$ cat config.mk
export PLATFORM = sky130hd
export DESIGN_NAME = conv_sequencer
export DESIGN_NICKNAME = d
export VERILOG_FILES = /design/src/rtl/seq_pkg.sv /design/src/rtl/seq_timer.sv /design/src/rtl/seq_fsm.sv /design/src/rtl/seq_lam.sv /design/src/rtl/conv_sequencer.sv
export SDC_FILE = /design/constraint.sdc
export NUM_CORES = 1
export LEC_CHECK = 0
export BUFFER_PORTS_ARGS = -buffer_cell sky130_fd_sc_hd__buf_2
export CORE_ASPECT_RATIO = 1.2
export CORE_MARGIN = 2
export CORE_UTILIZATION = 35
export DETAILED_ROUTE_END_ITERATION = 16
export GPL_TIMING_DRIVEN = 0
export PLACE_DENSITY = 0.56
export SLEW_MARGIN = 30
export SYNTH_ARGS = -nofsm -noshare
export SYNTH_HDL_FRONTEND = slang
export SYNTH_SLANG_ARGS = --single-unit
$ cat constraint.sdc
create_clock -name clk -period 3.5 [get_ports clk]
set_input_delay 0.175 -clock clk [delete_from_list [all_inputs] [get_ports clk]]
set_output_delay 0.175 -clock clk [all_outputs]
set_load 0.1 [all_outputs]
$ cat src/rtl/seq_pkg.sv
package seq_pkg;
  typedef enum logic [1:0] {
    ST_IDLE = 2'd0,
    ST_CONV = 2'd1,
    ST_HOLD = 2'd2
  } seq_state_e;
endpackage

$ cat src/rtl/seq_timer.sv
// Cycle timer: counts clocks of the conversion period and flags the
// abort window and the last cycle.
module seq_timer #(
  parameter int ABORT_TICKS = 7000,
  parameter int CYCLE_TICKS = 9000
) (
  input  logic clk,
  input  logic rst_n,
  input  logic restart_i,
  input  logic run_i,
  output logic in_window_o,
  output logic at_end_o
);
  localparam int CNT_W = (CYCLE_TICKS > 2) ? $clog2(CYCLE_TICKS) : 1;
  localparam logic [CNT_W-1:0] WIN_END = CNT_W'(ABORT_TICKS);
  localparam logic [CNT_W-1:0] LAST    = CNT_W'(CYCLE_TICKS - 1);

  logic [CNT_W-1:0] cnt_q;

  always_ff @(posedge clk or negedge rst_n) begin
    if (!rst_n) begin
      cnt_q <= '0;
    end else if (restart_i) begin
      cnt_q <= '0;
    end else if (run_i && (cnt_q != LAST)) begin
      cnt_q <= cnt_q + CNT_W'(1);
    end
  end

  assign in_window_o = (cnt_q < WIN_END);
  assign at_end_o    = (cnt_q == LAST);
endmodule

$ cat src/rtl/seq_fsm.sv
// Cycle control: idle -> converting -> holding results.
module seq_fsm
  import seq_pkg::*;
(
  input  logic clk,
  input  logic rst_n,
  input  logic start_i,
  input  logic fclr_i,
  input  logic lam_clr_i,
  input  logic in_window_i,
  input  logic at_end_i,
  output logic restart_o,
  output logic run_o,
  output logic finish_o,
  output logic drop_o,
  output logic busy_o,
  output logic done_o
);
  seq_state_e st_q, st_d;
  logic take, abort, finish, drop;
  logic done_q;

  always_comb begin
    take   = (st_q == ST_IDLE) && start_i;
    abort  = (st_q == ST_CONV) && fclr_i && in_window_i;
    finish = (st_q == ST_CONV) && at_end_i && !abort;
    drop   = (st_q == ST_HOLD) && lam_clr_i;
    st_d   = st_q;
    if (take)        st_d = ST_CONV;
    else if (abort)  st_d = ST_IDLE;
    else if (finish) st_d = ST_HOLD;
    else if (drop)   st_d = ST_IDLE;
  end

  always_ff @(posedge clk or negedge rst_n) begin
    if (!rst_n) begin
      st_q   <= ST_IDLE;
      done_q <= 1'b0;
    end else begin
      st_q   <= st_d;
      done_q <= finish;
    end
  end

  assign restart_o = take;
  assign run_o     = (st_q == ST_CONV);
  assign finish_o  = finish;
  assign drop_o    = drop;
  assign busy_o    = (st_q != ST_IDLE);
  assign done_o    = done_q;
endmodule

$ cat src/rtl/seq_lam.sv
// Service-request status bit and its enable latch.
module seq_lam (
  input  logic clk,
  input  logic rst_n,
  input  logic set_i,
  input  logic clr_i,
  input  logic en_set_i,
  input  logic en_clr_i,
  output logic stat_o,
  output logic req_o
);
  logic stat_q, en_q;

  always_ff @(posedge clk or negedge rst_n) begin
    if (!rst_n) begin
      stat_q <= 1'b0;
      en_q   <= 1'b0;
    end else begin
      if (set_i)      stat_q <= 1'b1;
      else if (clr_i) stat_q <= 1'b0;
      if (en_clr_i)      en_q <= 1'b0;
      else if (en_set_i) en_q <= 1'b1;
    end
  end

  assign stat_o = stat_q;
  assign req_o  = stat_q & en_q;
endmodule

$ cat src/rtl/conv_sequencer.sv
// Fixed-period conversion sequencer with an early abort window.
module conv_sequencer #(
  parameter int ABORT_TICKS = 7000,
  parameter int CYCLE_TICKS = 9000
) (
  input  logic clk,
  input  logic rst_n,
  input  logic start_i,
  input  logic fclr_i,
  input  logic lam_en_set_i,
  input  logic lam_en_clr_i,
  input  logic lam_clr_i,
  output logic busy_o,
  output logic conv_done_o,
  output logic lam_stat_o,
  output logic lam_req_o
);
  logic restart, run, in_window, at_end, finish, drop;

  seq_timer #(
    .ABORT_TICKS(ABORT_TICKS),
    .CYCLE_TICKS(CYCLE_TICKS)
  ) u_timer (
    .clk        (clk),
    .rst_n      (rst_n),
    .restart_i  (restart),
    .run_i      (run),
    .in_window_o(in_window),
    .at_end_o   (at_end)
  );

  seq_fsm u_fsm (
    .clk        (clk),
    .rst_n      (rst_n),
    .start_i    (start_i),
    .fclr_i     (fclr_i),
    .lam_clr_i  (lam_clr_i),
    .in_window_i(in_window),
    .at_end_i   (at_end),
    .restart_o  (restart),
    .run_o      (run),
    .finish_o   (finish),
    .drop_o     (drop),
    .busy_o     (busy_o),
    .done_o     (conv_done_o)
  );

  seq_lam u_lam (
    .clk     (clk),
    .rst_n   (rst_n),
    .set_i   (finish),
    .clr_i   (drop),
    .en_set_i(lam_en_set_i),
    .en_clr_i(lam_en_clr_i),
    .stat_o  (lam_stat_o),
    .req_o   (lam_req_o)
  );
endmodule

-- After elaboration in Yosys (flattened, before gate mapping)
Index checks and enable logic that the tools add are counted.
- bits in registers: 19
- input bits: 7
- logic and storage cells: 36
- output and inout port bits: 4
- bitwise operators: 1
- order comparisons: 1
- reduce and logical (&&, ||, !) cells: 14
- mux-type cells: 10
- equal/unequal tests: 4
- $add $sub $neg: 1
- operators with widths (kind ; number):
    $mux 14 ; 2
    $add 14x1->14 const B ; 1
    $eq 14x14->1 const B ; 1
    $lt 14x13->1 const B ; 1
    $ne 14x14->1 const B ; 1
    $mux 2 ; 4
    $reduce_bool 2->1 ; 4
    $logic_and 1x1->1 ; 7
    $mux 1 ; 4
    $reduce_bool 4->1 ; 1
    $eq 2x1->1 const B ; 1
    $eq 2x2->1 const B ; 1
    $logic_not 2->1 ; 1
    $and 1x1->1 ; 1
    $logic_not 1->1 ; 1

-- Depth between registers and ports, before layout
- depth after elaboration: 8
- gate-level depth with buffers: 6
- gate-level depth less buffers: 5

-- Hierarchy
A second synthesis with hierarchy kept.
- cell total of the unflattened synthesis: 100
- area total of the unflattened synthesis: 989.7 um^2
- by module, submodules not included (module ; seq. area each (um^2) ; area an instance (um^2) ; times used ; cells an instance):
    seq_timer ; 350.3 ; 765.7 ; 1 ; 78
    seq_fsm ; 75.1 ; 148.9 ; 1 ; 15
    seq_lam ; 50.0 ; 75.1 ; 1 ; 7

-- Least setup slack after synthesis
Ideal clock, no wire load.
- kind: register to output
- start point: reg u_lam.stat_q (netlist: u_lam.stat_o)
- end point: out lam_req_o
- setup slack: 1.532 ns
- buffers on the path: 0
- cell stages (with the launch flop): 2
- arrival: 1.793 ns
- required time: 3.325 ns
- path through: dfrtp_1 > and2_1
- longest elaborated chain between the ends: 1
- RTL lines (item ; line ; text):
    start: declaration ; seq_lam.sv:12 ; logic stat_q, en_q;
    start signal: assignment ; seq_lam.sv:16 ; stat_q <= 1'b0;
    start signal: assignment ; seq_lam.sv:19 ; if (set_i) stat_q <= 1'b1;
    start signal: assignment ; seq_lam.sv:20 ; else if (clr_i) stat_q <= 1'b0;
    $and 1x1->1 ; seq_lam.sv:27 ; assign req_o = stat_q & en_q;
    end: declaration ; conv_sequencer.sv:16 ; output logic lam_req_o
No other way between the ends.

-- Worst setup path in the final report
- start point: reg u_timer.cnt_q[0]
- end point: reg u_timer.cnt_q[0]
- longest elaborated chain between the ends: 3
- elaborated cells on any way between the ends: 6
- those cells by class: add/sub: 1; eq/ne: 1; mux: 2; reduce/logical: 2
- RTL lines (item ; line ; text):
    start: declaration ; seq_timer.sv:18 ; logic [CNT_W-1:0] cnt_q;
    start signal: assignment ; seq_timer.sv:26 ; cnt_q <= cnt_q + CNT_W'(1);
    $add 14x1->14 / $ne 14x14->1 (equally long branches) ; seq_timer.sv:26, seq_timer.sv:25 ;
    $mux 14 / $logic_and 1x1->1 (equally long branches) ; seq_timer.sv:25 ; end else if (run_i && (cnt_q != LAST)) begin
    $mux 14 / $reduce_bool 2->1 (equally long branches) ; - ;
Several ways; a longest one is shown, not always the timed one. The select of a mux whose other input is x is not followed.
A chain may end at the register's enable or synchronous reset.

==> impl_metrics.ini <==
[run_status]
status = complete, no violations

[die]
floorplan.initialDensity = 0.363
design.core.area_um2 = 2790
die_area_um2 = 3340
floorplan.die.width_um = 53.1
design.portCount = 11
fp-row-count = 21
floorplan.die.height_um = 62.9

[grt]
met1_demand_to_capacity_share_in_global_routing = 0.207
gr-max-usage-layer = met2
grtUsageMet2 = 0.225
vias_in_the_first_global_route = 840
grt_antenna_before_repair = 0
grt_pass1_wl_um = 3770
overall_fraction_of_global_route_tracks_in_use = 0.151
global_route.usage.met3 = 0.0287
grt_max_degree = 20
grt_remaining_overflow = 0

[clock_network]
ctsResizeCount = 0
htree_levels = 1
clockBufferDepth = 2
clk_latency_ps = 290
cts_made_buffers = 3
cts_num_sinks = 19
post_cts_hold_buffer_count = 2
post_cts.repair.setup_buffers = 0
clock_tree_from_tritoncts = done
cts_root_buf = sky130_fd_sc_hd__clkbuf_4
clkTransAtPathRegs_ps = 100

[detailed_routing]
routedWlPerCell_um = 13.9
routed_wirelength_um = 2150
drt_pre_antenna_iters = 4
postRouteAntennaNets = 0
drt_iter0_drc = 20
drt_drc_violations_left = 0
avgViaCountPerCell = 5.44
routed-via-count = 843

[pwr]
p_total_uw = 423
internal-power_uw = 297
net-switching-power_uw = 126
power_leakage_nw = 0.528
power_frac_clock = 0.261
power_density_nw_per_um2 = 367
power_frac_seq = 0.582
power.share.combinational = 0.157
irDropWorstVdd_mv = 0.187
power.switching_fraction = 0.297

[setup_path]
worst-endpoint-arrival_ps = 1930
crit_buf_inv = 0
critical_path.max_stage_delay_ps = 600
path_delay_family = simple AND/OR/NAND/NOR gates
crit_slowest_cell = sky130_fd_sc_hd__or4b_2
critPathCaptureType = flip-flop
crit_type = reg2reg
startpoint_type_of_the_worst_setup_path = flip-flop
timing.critical_path.cells = ha_1 > nand4_1 > nor4_2 > or4b_2 > nand3_1
worst_ep_required_time_ps = 3740
worst_path_fanout_max = 8

[sta]
setup_ws_ps = 1810
final_setup_vio_count = 0
finalSetupTns_ps = 0
grt_setup_unrepaired = false
max_clock_freq_ghz = 0.593
timing.final.max_slew_violations = 0
worst-slew-pin-transition_ps = 483
skew_ps = 1.26
finalCriticalPeriod_ps = 1690
slew-limit-headroom = 0.680
min_period_over_period = 0.482
hold_viol_final = 0

[cells_and_area]
final_cell_mix = sky130_fd_sc_hd__dfrtp_1 (19), sky130_fd_sc_hd__buf_2 (12), sky130_fd_sc_hd__nand2_1 (11)
multi_input_area_um2 = 515
area.growth.synth_to_final_pct = 13.7
share_of_post_route_cells_with_drive_strength_above_1 = 0.182
fin_nets = 130
layout.cells.most_common = sky130_fd_sc_hd__dfrtp_1
layoutNonFillerInstCount = 155
fillers = 312
sequential_cell_area_um2 = 475
count_of_antenna_diodes_in_the_layout = 0
final_util = 0.413

[flow_run]
maxCapViolations = 0

[worst_hold_path]
hp-class = in2reg

[synthesis]
syn_inst = 105
ys_seq_elements = 19
synthesis.nets = 113
per_instance_average_area_after_synthesis_um2 = 9.64
yosysSeqAreaShare = 0.470
yosys.cell_types.count = 35
netlist_area_um2 = 1010
synth_warnings = 0

[placed_design]
place.detailed.hpwl_um = 1510
io_buffers = 10
numPlacedInstances = 149
placement.setup.worst_slack_ps = 1840
routabilityCongestion = 0.792
## flip-flops by register name, summed over array words and instances, names as in the netlist
name           count
u_fsm.done_o       1
u_timer.cnt_q     14
u_fsm.st_q         2
u_lam.en_q         1
u_lam.stat_o       1
## kinds of logic (layout without fill, tap and decap cells)
kind of cell | count (synthesis) | in the layout | share of synthesized area
compound gates | 21 | 21 | 0.131
xor+xnor | 5 | 5 | 0.0433
fa+ha+maj | 1 | 1 | 0.0124
buf+inv | 5 | 21 | 0.0210
flops | 19 | 19 | 0.470
simple gates | 54 | 54 | 0.323
## metrics by stage
step	hold slack (ps)	instance area (µm²)
after floorplan	-121	1010
after global placement	153	1100
after detailed placement	153	1100
after CTS	80.9	1150
after global routing	119	1150
final	90.0	1150
## worst reg2reg max path, cell delays in order, from the launching register on
cell                      delay, ps
sky130_fd_sc_hd__dfrtp_1        470
sky130_fd_sc_hd__ha_1           280
sky130_fd_sc_hd__nand4_1        120
sky130_fd_sc_hd__nor4_2          50
sky130_fd_sc_hd__or4b_2         600
sky130_fd_sc_hd__nand3_1        100
## synthesized netlist by cell type (all sizes together)
library cell | n | area share
nor2b | 1 | 0.0062
nand2b | 3 | 0.019
a21oi | 6 | 0.030
o21bai | 1 | 0.0074
nand3b | 1 | 0.0074
clkbuf | 2 | 0.0074
inv | 1 | 0.0037
and4 | 2 | 0.021
or2 | 1 | 0.0062
nand2 | 12 | 0.052
or4 | 1 | 0.0074
or4b | 1 | 0.0099
and4b | 2 | 0.020
xor2 | 5 | 0.043
nand4 | 4 | 0.025
nand3 | 7 | 0.035
and2 | 2 | 0.012
o211ai | 3 | 0.022
and3b | 1 | 0.0087
o311ai | 1 | 0.0087
nand4bb | 1 | 0.011
a211oi | 1 | 0.0074
nor4 | 1 | 0.012
dfrtp | 19 | 0.47
a22o | 1 | 0.0087
o31ai | 3 | 0.022
o21ai | 5 | 0.025
buf | 2 | 0.0099
or3 | 4 | 0.026
nor3b | 2 | 0.015
nor2 | 8 | 0.030
ha | 1 | 0.012
## worst paths after layout
| path | from | slack, ps | endpoint | cells past startpoint |
|---|---|---|---|---|
| worst max-delay path | u_timer.cnt_q[0] | 1810 | u_timer.cnt_q[0] | 5 |
| worst min register to register | u_lam.en_q | 500 | u_lam.en_q | 2 |
| min in group asynchronous | rst_n | 340 | u_timer.cnt_q[8] | 2 |
| max in group asynchronous | rst_n | 2850 | u_timer.cnt_q[4] | 2 |
| worst min-delay path | lam_en_set_i | 90 | u_lam.en_q | 3 |
| worst max register to register | u_timer.cnt_q[0] | 1810 | u_timer.cnt_q[0] | 5 |
## area by class of cell
cell class              count  area share
well taps                  34      0.0370
inverters                   1     0.00326
repair buffers             12      0.0609
clock buffers               4      0.0228
flip-flops and latches     19       0.413
plain buffers               4      0.0152
multi-input cells          81       0.448
## routing by layer
metal | share of wire | wire length, µm
met5 | 0 | 0
met3 | 0.025 | 54
met4 | 0.020 | 44
met1 | 0.50 | 1070
met2 | 0.46 | 980
## power by group through the flow
stage	clock network, mW	registers (mW)	logic [mW]
2_1_floorplan	0	0.246	0.0480
3_3_place_gp	0	0.250	0.0650
3_5_place_dp	0	0.250	0.0653
4_1_cts	0.119	0.246	0.0674
5_1_grt	0.126	0.248	0.0735
6_report	0.110	0.246	0.0663
Note: power is estimated with default switching activity, not from simulation.
